[src/rtl/lsg_pkg.sv]
package lsg_pkg;

    // Kind of quantity being swept; selects the active word width.
    typedef enum logic [1:0] {
        KIND_FREQ  = 2'd0,
        KIND_PHASE = 2'd1,
        KIND_AMPL  = 2'd2,
        KIND_FREQ2 = 2'd3
    } sweep_kind_e;

endpackage

[src/rtl/lsg_profile_sync.sv]
// Two-flop synchronizer for the profile input, followed by edge detection.
// Assumes: profile_async may change at any time; edges are reported one
// cycle wide, on the cycle after the second flop takes the new level.
module lsg_profile_sync (
    input  logic clk,
    input  logic rst_n,
    input  logic profile_async,
    output logic rise_o,
    output logic fall_o
);
    logic meta_q, stable_q, last_q;

    // Resolve metastability and keep the previous synchronized level.
    always_ff @(posedge clk) begin
        if (!rst_n) begin
            meta_q   <= 1'b0;
            stable_q <= 1'b0;
            last_q   <= 1'b0;
        end else begin
            meta_q   <= profile_async;
            stable_q <= meta_q;
            last_q   <= stable_q;
        end
    end

    // Compare the current synchronized level with the previous one.
    always_comb begin
        rise_o = stable_q & ~last_q;
        fall_o = ~stable_q & last_q;
    end
endmodule

[src/rtl/lsg_step_timer.sv]
// Dwell counter. It fires one tick each time the present value has been
// held for the selected number of cycles. A rate of zero behaves as one.
// Assumes: load_i has priority, and no tick is produced on a load cycle.
// The rate is read again at every reload.
module lsg_step_timer #(
    parameter int RATE_W = 8
) (
    input  logic              clk,
    input  logic              rst_n,
    input  logic              load_i,
    input  logic              run_i,
    input  logic [RATE_W-1:0] rate_i,
    output logic              tick_o
);
    logic [RATE_W-1:0] cnt_q;
    logic [RATE_W-1:0] reload_val;

    // Reload value is the rate minus one, with zero clamped to zero.
    always_comb begin
        reload_val = (rate_i == '0) ? '0 : rate_i - RATE_W'(1);
    end

    // A tick is due when the counter has run down while the ramp is active.
    always_comb begin
        tick_o = run_i && !load_i && (cnt_q == '0);
    end

    // Count down, and reload on a load or after each tick.
    always_ff @(posedge clk) begin
        if (!rst_n) begin
            cnt_q <= '0;
        end else if (load_i) begin
            cnt_q <= reload_val;
        end else if (run_i) begin
            if (cnt_q == '0) cnt_q <= reload_val;
            else             cnt_q <= cnt_q - RATE_W'(1);
        end
    end

    // After a tick with a rate above one, the next cycle cannot tick.
    p_tick_gap_r7: assert property (@(posedge clk) disable iff (!rst_n)
        (tick_o && rate_i > RATE_W'(1)) |=> !tick_o);
endmodule

[src/rtl/lsg_width_mask.sv]
// Turns the sweep kind into a mask that covers the active word width.
// Assumes: every width is at most WORD_W; kind 3 aliases frequency.
module lsg_width_mask
    import lsg_pkg::*;
#(
    parameter int WORD_W  = 32,
    parameter int FREQ_W  = 32,
    parameter int PHASE_W = 14,
    parameter int AMPL_W  = 10
) (
    input  logic [1:0]        kind_i,
    output logic [WORD_W-1:0] mask_o
);
    localparam logic [WORD_W-1:0] FREQ_MASK  = {WORD_W{1'b1}} >> (WORD_W - FREQ_W);
    localparam logic [WORD_W-1:0] PHASE_MASK = {WORD_W{1'b1}} >> (WORD_W - PHASE_W);
    localparam logic [WORD_W-1:0] AMPL_MASK  = {WORD_W{1'b1}} >> (WORD_W - AMPL_W);

    // Pick the mask for the selected kind.
    always_comb begin
        unique case (sweep_kind_e'(kind_i))
            KIND_PHASE: mask_o = PHASE_MASK;
            KIND_AMPL:  mask_o = AMPL_MASK;
            default:    mask_o = FREQ_MASK;
        endcase
    end
endmodule

[src/rtl/lsg_step_calc.sv]
// Works out the next swept word for one step toward the target. The step is
// clamped so that the result lands on the target and never passes it.
// Assumes: all operands are already masked; no sum or difference can wrap,
// because only the distance to the target is ever compared.
module lsg_step_calc #(
    parameter int WORD_W = 32
) (
    input  logic              up_i,
    input  logic [WORD_W-1:0] word_i,
    input  logic [WORD_W-1:0] delta_i,
    input  logic [WORD_W-1:0] low_i,
    input  logic [WORD_W-1:0] high_i,
    output logic [WORD_W-1:0] next_o,
    output logic              reached_o
);
    logic [WORD_W-1:0] gap_up, gap_dn;

    // Distance that is left to the target in each direction.
    always_comb begin
        gap_up = high_i - word_i;
        gap_dn = word_i - low_i;
    end

    // Choose a full step, or clamp to the target when the step would reach it.
    always_comb begin
        if (up_i) begin
            if (word_i >= high_i || gap_up <= delta_i) begin
                next_o    = high_i;
                reached_o = 1'b1;
            end else begin
                next_o    = word_i + delta_i;
                reached_o = 1'b0;
            end
        end else begin
            if (word_i <= low_i || gap_dn <= delta_i) begin
                next_o    = low_i;
                reached_o = 1'b1;
            end else begin
                next_o    = word_i - delta_i;
                reached_o = 1'b0;
            end
        end
    end
endmodule

[src/rtl/lin_sweep_gen.sv]
// Linear sweep ramp generator. The profile level sets the direction. Each
// direction has its own delta and dwell. Every step is clamped at its target,
// and an optional no-dwell return sends the word back to the start word.
// Assumes: the start word is not above the end word for a meaningful sweep.
// The configuration inputs may change at any time.
module lin_sweep_gen #(
    parameter int FREQ_W  = 32,
    parameter int PHASE_W = 14,
    parameter int AMPL_W  = 10,
    parameter int RATE_W  = 8,
    localparam int WORD_W = FREQ_W
) (
    input  logic              clk,
    input  logic              rst_n,
    input  logic              profile_i,
    input  logic [1:0]        sweep_kind_i,
    input  logic              no_dwell_i,
    input  logic [WORD_W-1:0] start_word_i,
    input  logic [WORD_W-1:0] end_word_i,
    input  logic [WORD_W-1:0] rise_delta_i,
    input  logic [WORD_W-1:0] fall_delta_i,
    input  logic [RATE_W-1:0] rise_rate_i,
    input  logic [RATE_W-1:0] fall_rate_i,
    output logic [WORD_W-1:0] sweep_word_o,
    output logic              sweep_done_o
);
    logic              rise, fall, prof_edge, tick;
    logic [WORD_W-1:0] mask, start_m, end_m, delta_m, word_m, next_word;
    logic              reached;
    logic [RATE_W-1:0] rate_sel;
    logic [WORD_W-1:0] word_q;
    logic              active_q, dir_up_q, done_q, snap_q;

    lsg_profile_sync u_sync (
        .clk           (clk),
        .rst_n         (rst_n),
        .profile_async (profile_i),
        .rise_o        (rise),
        .fall_o        (fall)
    );

    lsg_width_mask #(
        .WORD_W  (WORD_W),
        .FREQ_W  (FREQ_W),
        .PHASE_W (PHASE_W),
        .AMPL_W  (AMPL_W)
    ) u_mask (
        .kind_i (sweep_kind_i),
        .mask_o (mask)
    );

    // Edge flag, and the rate for the present (or newly captured) direction.
    always_comb begin
        prof_edge = rise | fall;
        if (prof_edge) rate_sel = rise ? rise_rate_i : fall_rate_i;
        else           rate_sel = dir_up_q ? rise_rate_i : fall_rate_i;
    end

    lsg_step_timer #(
        .RATE_W (RATE_W)
    ) u_timer (
        .clk    (clk),
        .rst_n  (rst_n),
        .load_i (prof_edge),
        .run_i  (active_q),
        .rate_i (rate_sel),
        .tick_o (tick)
    );

    // Cut every operand to the width of the selected kind.
    always_comb begin
        start_m = start_word_i & mask;
        end_m   = end_word_i & mask;
        word_m  = word_q & mask;
        delta_m = (dir_up_q ? rise_delta_i : fall_delta_i) & mask;
    end

    lsg_step_calc #(
        .WORD_W (WORD_W)
    ) u_calc (
        .up_i      (dir_up_q),
        .word_i    (word_m),
        .delta_i   (delta_m),
        .low_i     (start_m),
        .high_i    (end_m),
        .next_o    (next_word),
        .reached_o (reached)
    );

    // Sweep control: capture edges, take steps, finish or snap back.
    always_ff @(posedge clk) begin
        if (!rst_n) begin
            word_q   <= '0;
            active_q <= 1'b0;
            dir_up_q <= 1'b0;
            done_q   <= 1'b0;
            snap_q   <= 1'b0;
        end else if (prof_edge) begin
            dir_up_q <= rise;
            active_q <= 1'b1;
            done_q   <= 1'b0;
            snap_q   <= 1'b0;
        end else if (snap_q) begin
            word_q <= start_m;
            snap_q <= 1'b0;
            done_q <= 1'b1;
        end else if (tick) begin
            word_q <= next_word;
            if (reached) begin
                active_q <= 1'b0;
                if (dir_up_q && no_dwell_i) snap_q <= 1'b1;
                else                        done_q <= 1'b1;
            end
        end
    end

    // Drive the output ports.
    always_comb begin
        sweep_word_o = word_q & mask;
        sweep_done_o = done_q;
    end

    // Done drops on the load edge of every profile change.
    p_done_clears_r11: assert property (@(posedge clk) disable iff (!rst_n)
        prof_edge |=> !sweep_done_o);

    // Once done, the stored word stays still until the next profile edge.
    p_hold_when_done_r5: assert property (@(posedge clk) disable iff (!rst_n)
        (sweep_done_o && !prof_edge) |=> $stable(word_q));

    // A rising step never goes past the end word.
    p_no_overshoot_r5: assert property (@(posedge clk) disable iff (!rst_n)
        (tick && dir_up_q && word_m <= end_m) |=> (word_q <= $past(end_m)));

    // A falling step never goes below the start word.
    p_no_undershoot_r6: assert property (@(posedge clk) disable iff (!rst_n)
        (tick && !dir_up_q && word_m >= start_m) |=> (word_q >= $past(start_m)));

    // A step never writes bits outside the selected width.
    p_no_overflow_r12: assert property (@(posedge clk) disable iff (!rst_n)
        tick |=> ((word_q & ~$past(mask)) == '0));
endmodule

[config.mk]
export PLATFORM = sky130hd
export DESIGN_NAME = lin_sweep_gen
export DESIGN_NICKNAME = d
export VERILOG_FILES = /design/src/rtl/lsg_pkg.sv /design/src/rtl/lsg_profile_sync.sv /design/src/rtl/lsg_step_timer.sv /design/src/rtl/lsg_width_mask.sv /design/src/rtl/lsg_step_calc.sv /design/src/rtl/lin_sweep_gen.sv
export SDC_FILE = /design/constraint.sdc
export NUM_CORES = 1
export LEC_CHECK = 0
export BUFFER_PORTS_ARGS = -buffer_cell sky130_fd_sc_hd__buf_2
export CORE_MARGIN = 8
export CORE_UTILIZATION = 25
export CTS_BUF_LIST = sky130_fd_sc_hd__clkbuf_8
export DETAILED_ROUTE_END_ITERATION = 10
export GPL_TIMING_DRIVEN = 0
export PLACE_DENSITY = 0.52
export RECOVER_POWER = 100
export SETUP_SLACK_MARGIN = 0.02
export SKIP_CTS_REPAIR_TIMING = 1
export SLEW_MARGIN = 20
export SYNTH_ARGS = -nofsm -noshare
export SYNTH_HDL_FRONTEND = slang
export SYNTH_SLANG_ARGS = --single-unit
[constraint.sdc]
create_clock -name clk -period 15.84 [get_ports clk]
set_clock_uncertainty 0.1 [all_clocks]
set_input_delay 2.376 -clock clk [delete_from_list [all_inputs] [get_ports clk]]
set_output_delay 2.376 -clock clk [all_outputs]
set_load 0.05 [all_outputs]
==> results of run 1 <==
-- worst min-delay path, stage by stage (launching register included) --
cell and delay (ns):
dfxtp_1 0.33, nand2_1 0.05, nand2_1 0.04
-- flip-flops by register name, indices dropped and copies added (netlist names) --
name and count:
active_q 1, dir_up_q 1, snap_q 1, sweep_done_o 1
u_sync.last_q 1, u_sync.meta_q 1, u_sync.stable_q 1, u_timer.cnt_q 8
word_q 32
-- cell usage after synthesis, drive strengths merged (8+ instances only) --
| library cell | instances | area share |
|---|---|---|
| ha | 192 | 0.20 |
| a21oi | 152 | 0.065 |
| nand2 | 141 | 0.045 |
| inv | 121 | 0.039 |
| nor2 | 121 | 0.039 |
| o21ai | 108 | 0.046 |
| xnor2 | 81 | 0.060 |
| a21o | 49 | 0.032 |
| clkbuf | 47 | 0.015 |
| dfxtp | 47 | 0.080 |
| nand3 | 35 | 0.015 |
| and2 | 34 | 0.018 |
| xor2 | 31 | 0.023 |
| buf | 29 | 0.016 |
| nor2b | 29 | 0.015 |
| mux2i | 28 | 0.024 |
| nor3 | 26 | 0.011 |
| a211oi | 25 | 0.017 |
| mux2 | 23 | 0.022 |
| nand4 | 22 | 0.012 |
| o21a | 22 | 0.015 |
| o21bai | 22 | 0.014 |
| nand2b | 21 | 0.011 |
| a31oi | 19 | 0.012 |
| o211ai | 18 | 0.012 |
| and3 | 15 | 0.0081 |
| or2 | 13 | 0.0069 |
| a22oi | 10 | 0.0064 |
| a221oi | 9 | 0.0067 |
| or3 | 9 | 0.0048 |
| o221ai | 8 | 0.0065 |
| o22ai | 8 | 0.0043 |
| o31ai | 8 | 0.0051 |
-- where the power goes --
group          internal (mW)  switching, mW
clock network         0.0332         0.0655
logic                  0.271          0.480
registers              0.130         0.0130
total                  0.434          0.558
-- layer usage --
layer	vias up	wire, µm	GRT usage
li1	6273	-	-
met1	6157	24000	0.250
met2	505	24300	0.314
met3	97	3580	0.0265
met4	6	2270	0.0721
met5	-	36	0
-- area by class of cell --
type	count	share of cell area
clock inverters	3	0.00205
plain buffers	76	0.0266
multi-input cells	1383	0.741
inverters	122	0.0340
flip-flops and latches	47	0.0699
well taps	607	0.0565
clock buffers	5	0.00512
repair buffers	182	0.0648
-- metrics by stage --
stage                     area (µm²)  instances  power (mW)   util
after floorplan                11800       1628       0.654      -
after global placement         13400       2417       0.883  0.289
after detailed placement       13400       2417       0.888  0.289
after CTS                      13500       2425       0.989  0.291
after global routing           13500       2425        1.07  0.290
final                          13500       2425       0.992  0.290
-- cells by family (layout without fill, tap and decap cells) --
logic type,Yosys count,after routing,synth area share
DFF,47,47,0.0800
muxes,51,51,0.0459
buffers and inverters,198,388,0.0701
and+or+nand+nor,494,494,0.205
xor gates and xnor gates,112,112,0.0834
adders and majority gates,197,197,0.212
AOI/OAI and AO/OA,529,529,0.304
-- path summary, 6_finish.rpt --
path | startpoint | to | slack, ns | cells past startpoint
max | sweep_kind_i[0] | word_q[16] | 2.99 | 32
min | word_q[17] | word_q[17] | 0.35 | 2
max reg2reg | word_q[1] | word_q[16] | 6.42 | 25
min reg2reg | word_q[17] | word_q[17] | 0.35 | 2
==> impl_metrics.toml, run 1 <==
[finish]
multiInputGateArea_mm2 = 0.00997
nets = 2163
fill_cells = 5153
regArea_um2 = 941
layout_common_cells = "192 x ha_1, 157 x buf_2, 150 x a21oi_1, 141 x nand2_1, 121 x nor2_1"
num_antenna_cells = 0
syn_to_final_growth_pct = 14.4
drive_gt1_frac = 0.136
layout_commonest_cell = "ha_1"

[logic_synthesis]
synth_top_flop_cell = "dfxtp_1"
ys_seq_area_frac = 0.0800
synth-warning-count = 0
synth_area_mm2 = 0.0118
syn_inst = 1628
synth_area_per_cell_um2 = 7.22
postSynthNetCount = 1974
synthDistinctLibCells = 98
synth_edf_count = 0
synth-seq-cells = 47
async_flop_share = 0

[floorplanning]
dieHeight_um = 233
rows = 79
initial_core_util = 0.253
die_area_mm2 = 0.0542
fp.dieW_um = 233
core_mm2 = 0.0465
ios = 183

[global_route]
grt_util_all_layers = 0.191
grt_max_degree = 18
grt_pass1_wl_mm = 79.1
first_global_vias = 12700
grt_overflow = 0
grt_antenna_before_repair = 3

[routing]
avgRoutedWirePerCell_um = 22.3
firstDrtPassIters = 5
first_iter_violations = 1051
wirelength_mm = 54.1
via_per_inst = 5.38
num_vias = 13000
drc = 0
drtAntennaViolNets = 0

[sta]
grt_setup_unrepaired = "false"
slew_viol_final = 0
tns_ns = 0
worstMarginPinSlew_ns = 1.19
fin_crit_ns = 12.85
hold_violations = 0
final.period_utilization = 0.811
holdWs_ns = 0.348
setup_violations = 0
max_freq_mhz = 77.8
slew_headroom = 0.204
fin_ws_ns = 2.99

[worst_setup_path]
path_common_cell = "clkbuf_1"
crit_buf_inv = 7
crit_family = "compound AO/OA/AOI/OAI gates"
path_max_fanout = 10
worstSetupPathType = "in -> reg"
cp-start-kind = "primary input"
end_kind = "register"
worstPathArrival_ns = 12.98
cpPeakStageDelay_ns = 0.93
critPathSlowestCell = "a211oi_1"
required_ns = 15.97

[power]
p_per_area_mw_per_mm2 = 73.8
vdd.ir_drop.worst_v = 0.0000386
leakage_nw = 6.26

[clock_tree]
clk_path_buf_depth = 2
numCtsBuffers = 5
clkTransAtPathRegs_ns = 0.13
numClockSinks = 47
cts_root_buffer = "clkbuf_8"
clock_latency_ns = 0.37
htree_num_levels = 2
cts_tree = "built"

[place]
pre_cts_slack_ns = 3.57
port_buffers = 182
hpwlAfterDp_mm = 44.9
gp_congestion = 0.944

[flow_run]
cap_violations = 0

[status]
outcome = "finished, final reports clean"

[worst_hold_path]
hold_class = "reg -> reg"
Note: power is estimated with default switching activity, not from simulation.
==> inputs of run 2 (changes only) <==
Clock period 15.84 ns to 12.4 ns, I/O delays scaled along.
==> impl_metrics.toml, run 2 (synthesis results as in run 1) <==
[sta]
worstMarginPinSlew_ns = 1.16
hold_violations = 0
slew_viol_final = 0
final.period_utilization = 0.948
setup_violations = 0
grt_setup_unrepaired = "false"
fin_crit_ns = 11.76
slew_headroom = 0.222
tns_ns = 0
max_freq_mhz = 85.0

[power]
leakage_nw = 6.27
comb_power_share = 0.757
p_int_mw = 0.556
vdd.ir_drop.worst_v = 0.0000488
swShare = 0.562
switching_power_mw = 0.714
p_per_area_mw_per_mm2 = 94.3
p_clk_frac = 0.099
p_seq_frac = 0.144

[worst_hold_path]
hold_class = "reg -> reg"
hp-start = "word_q[17]"
min_path_cells = 2
whs_endpoint = "word_q[17]"

[routing]
first_iter_violations = 1149
wirelength_mm = 54.1
avgRoutedWirePerCell_um = 22.3
drtAntennaViolNets = 0
num_vias = 13000
via_per_inst = 5.35
drc = 0
firstDrtPassIters = 6

[worst_setup_path]
r2r_end = "word_q[16]"
reg2regPathDepth = 25
path_common_cell = "clkbuf_1"
end_kind = "register"
worstSetupPathType = "in -> reg"
r2r_slack_ns = 3.58
cp-start-kind = "primary input"
cpPeakStageDelay_ns = 0.85
worst_r2r_startpoint = "word_q[1]"
worstPathArrival_ns = 11.90
critPathSlowestCell = "nor4_1"
path_max_fanout = 10
required_ns = 12.54

[place]
dp.cells = 2417
hpwlAfterDp_mm = 44.9
gp_congestion = 0.944
port_buffers = 182

[finish]
final_cell_count_no_fill = 2425
fill_cells = 5149
regArea_um2 = 941
largest_register = "word_q"
num_antenna_cells = 0
layout_commonest_cell = "ha_1"
multiInputGateArea_mm2 = 0.00998
drive_gt1_frac = 0.136
top_regs = "word_q: 32 flops, u_timer.cnt_q: 8 flops"
layout_common_cells = "192 x ha_1, 158 x buf_2, 150 x a21oi_1, 141 x nand2_1, 121 x nor2_1"
largest_register_ffs = 32
syn_to_final_growth_pct = 14.5
nets = 2163

[global_route]
grt_max_degree = 18
first_global_vias = 12700
grt_util_all_layers = 0.191
grt_antenna_before_repair = 3
grt_pass1_wl_mm = 79.1
grt_overflow = 0

[clock_tree]
clkTransAtPathRegs_ns = 0.13
htree_num_levels = 2
numClockSinks = 47
numCtsBuffers = 5
clock_latency_ns = 0.37
cts_root_buffer = "clkbuf_8"
cts_tree = "built"
clk_path_buf_depth = 2

[flow_run]
cap_violations = 0

[floorplanning]
initial_core_util = 0.253
core_mm2 = 0.0465
die_area_mm2 = 0.0542
ios = 183
fp.dieW_um = 233
dieHeight_um = 233
rows = 79

[status]
outcome = "finished, final reports clean"
## run 2: power by group through the flow
stage | Clock, mW | Combinational, mW | Sequential [mW]
after floorplan | 0 | 0.655 | 0.181
after global placement | 0 | 0.942 | 0.186
after detailed placement | 0 | 0.948 | 0.186
after CTS | 0.125 | 0.955 | 0.183
after global routing | 0.131 | 1.05 | 0.185
final | 0.126 | 0.961 | 0.183
## run 2: metrics by stage
step           setup WS [ns]   util  cell area (µm²)  hold WS (ns)  power [mW]
5_1_grt                0.378  0.290            13500         0.365        1.37
4_1_cts                 1.01  0.291            13500         0.352        1.26
2_1_floorplan           4.41      -            11800         0.307       0.836
3_5_place_dp           0.646  0.289            13400         0.333        1.13
3_3_place_gp           0.685  0.289            13400         0.320        1.13
6_report               0.639  0.290            13500         0.349        1.27
## run 2: critical path: cells and delay by family
kind	cells	cell delay (ns)
AOI/OAI and AO/OA	15	3.43
xor gates and xnor gates	1	0.10
adders and majority gates	3	1.03
buffers and inverters	7	2.96
muxes	1	0.37
and+or+nand+nor	5	2.12
## run 2: per-layer routing
layer / GRT usage / vias to the layer above / part of all wire
li1: - / 6277 / -
met1: 0.250 / 6100 / 0.44
met2: 0.314 / 485 / 0.45
met3: 0.0265 / 100 / 0.064
met4: 0.0721 / 6 / 0.042
met5: 0 / - / 0.00063
## run 2: layout make-up
cell class | instances | share of cell area
inverter | 122 | 0.0340
buffer | 76 | 0.0264
tap | 607 | 0.0564
sequential | 47 | 0.0699
timing repair buffer | 182 | 0.0648
clock buffer | 5 | 0.00511
multi-input combinational | 1383 | 0.741
clock inverter | 3 | 0.00204
## run 2: worst max path at each step
stage,from,cells past startpoint,to
final,sweep_kind_i[0],32,word_q[16]
after CTS,sweep_kind_i[0],32,word_q[16]
after global routing,sweep_kind_i[0],33,word_q[24]
after detailed placement,sweep_kind_i[0],32,word_q[16]
after global placement,sweep_kind_i[0],32,word_q[16]
after floorplan,sweep_kind_i[0],32,word_q[24]
==> inputs of run 3 (changes only) <==
==> constraint.sdc (replaced) <==
create_clock -name clk -period 12.4 [get_ports clk]
set_clock_uncertainty 0.1 [all_clocks]
set_input_delay 1.24 -clock clk [delete_from_list [all_inputs] [get_ports clk]]
set_output_delay 1.24 -clock clk [all_outputs]
set_load 0.05 [all_outputs]
==> impl_metrics.toml, run 3 (synthesis results as in run 1) <==
[worst_setup_path]
cp-start-kind = "primary input"
required_ns = 12.54
path_max_fanout = 10
critPathSlowestCell = "a211oi_1"
end_kind = "register"
cpPeakStageDelay_ns = 0.93
worstSetupPathType = "in -> reg"
r2r_slack_ns = 3.34
worstPathArrival_ns = 11.52
path_common_cell = "clkbuf_1"

[place]
gp_congestion = 0.944
hpwlAfterDp_mm = 44.9
port_buffers = 182
dpl_cell_area_mm2 = 0.0134
pre_cts_slack_ns = 1.27

[finish]
largest_register_ffs = 32
layout_commonest_cell = "ha_1"
nets = 2163
num_antenna_cells = 0
largest_register = "word_q"
drive_gt1_frac = 0.138
syn_to_final_growth_pct = 14.5
top_regs = "word_q: 32 flops, u_timer.cnt_q: 8 flops"
stdcell_area_mm2 = 0.0135
fill_cells = 5148
layout_common_cells = "192 x ha_1, 157 x buf_2, 150 x a21oi_1, 141 x nand2_1"

[floorplanning]
die_area_mm2 = 0.0542
core_mm2 = 0.0465
fp.dieW_um = 233
rows = 79
dieHeight_um = 233
ios = 183
initial_core_util = 0.253

[power]
vdd.ir_drop.worst_v = 0.0000501
leakage_nw = 6.27
p_per_area_mw_per_mm2 = 94.5

[clock_tree]
numClockSinks = 47
cts_root_buffer = "clkbuf_8"
numCtsBuffers = 5
clkTransAtPathRegs_ns = 0.14
htree_num_levels = 2
cts_tree = "built"
clk_path_buf_depth = 2
clock_latency_ns = 0.37

[global_route]
grt_overflow = 0
grt_max_degree = 18
grt_pass1_wl_mm = 79.1
first_global_vias = 12700
grt_util_all_layers = 0.191
grt_antenna_before_repair = 2

[routing]
wirelength_mm = 54.1
avgRoutedWirePerCell_um = 22.3
firstDrtPassIters = 6
via_per_inst = 5.35
num_vias = 13000
drc = 0
drtAntennaViolNets = 0
first_iter_violations = 1037

[sta]
final.period_utilization = 0.918
setup_violations = 0
tns_ns = 0
grt_setup_unrepaired = "false"
max_freq_mhz = 87.9
fin_ws_ns = 1.02
hold_violations = 0
fin_crit_ns = 11.38
slew_headroom = 0.210
slew_viol_final = 0
worstMarginPinSlew_ns = 1.18
holdWs_ns = 0.348

[status]
outcome = "finished, final reports clean"

[flow_run]
cap_violations = 0

[worst_hold_path]
hold_class = "reg -> reg"
[run 3: worst paths after layout]
kind / from / to / cells after the start
setup / recovery: sweep_kind_i[0] / word_q[16] / 32
hold / removal: word_q[17] / word_q[17] / 2
setup reg to reg: word_q[1] / word_q[16] / 25
hold reg to reg: word_q[17] / word_q[17] / 2
[run 3: per-stage QoR]
step | utilization | power, mW | cells
5_1_grt | 0.290 | 1.37 | 2425
6_report | 0.290 | 1.27 | 2425
2_1_floorplan | - | 0.836 | 1628
3_5_place_dp | 0.289 | 1.13 | 2417
3_3_place_gp | 0.289 | 1.13 | 2417
4_1_cts | 0.291 | 1.26 | 2425
[run 3: area by class of cell]
| class | count | area [µm²] | area share |
|---|---|---|---|
| Buffer | 76 | 362 | 0.0269 |
| Clock buffer | 5 | 68.8 | 0.00511 |
| Clock inverter | 3 | 27.5 | 0.00204 |
| Inverter | 122 | 458 | 0.0340 |
| Multi-Input combinational cell | 1383 | 9980 | 0.741 |
| Sequential cell | 47 | 941 | 0.0699 |
| Tap cell | 607 | 759 | 0.0564 |
| Timing Repair Buffer | 182 | 872 | 0.0648 |
[run 3: power by group]
group | switching (mW) | internal (mW) | leakage [nW]
registers | 0.0166 | 0.166 | 0.382
clock network | 0.0852 | 0.0424 | 0.0467
logic | 0.613 | 0.349 | 5.84
total | 0.715 | 0.558 | 6.27
[run 3: routing by layer]
metal,track usage,up-vias,part of all wire
met5,0,-,0.00042
met4,0.0721,4,0.039
met3,0.0265,89,0.063
met2,0.314,477,0.45
met1,0.250,6124,0.45
li1,-,6276,-
[run 3: worst max-delay path: cells and delay by family]
family	cells	cell delay [ns]
compound gates	15	3.94
buf+inv	7	2.91
simple gates	5	1.89
fa+ha+maj	3	1.03
mux	1	0.38
xor+xnor	1	0.10
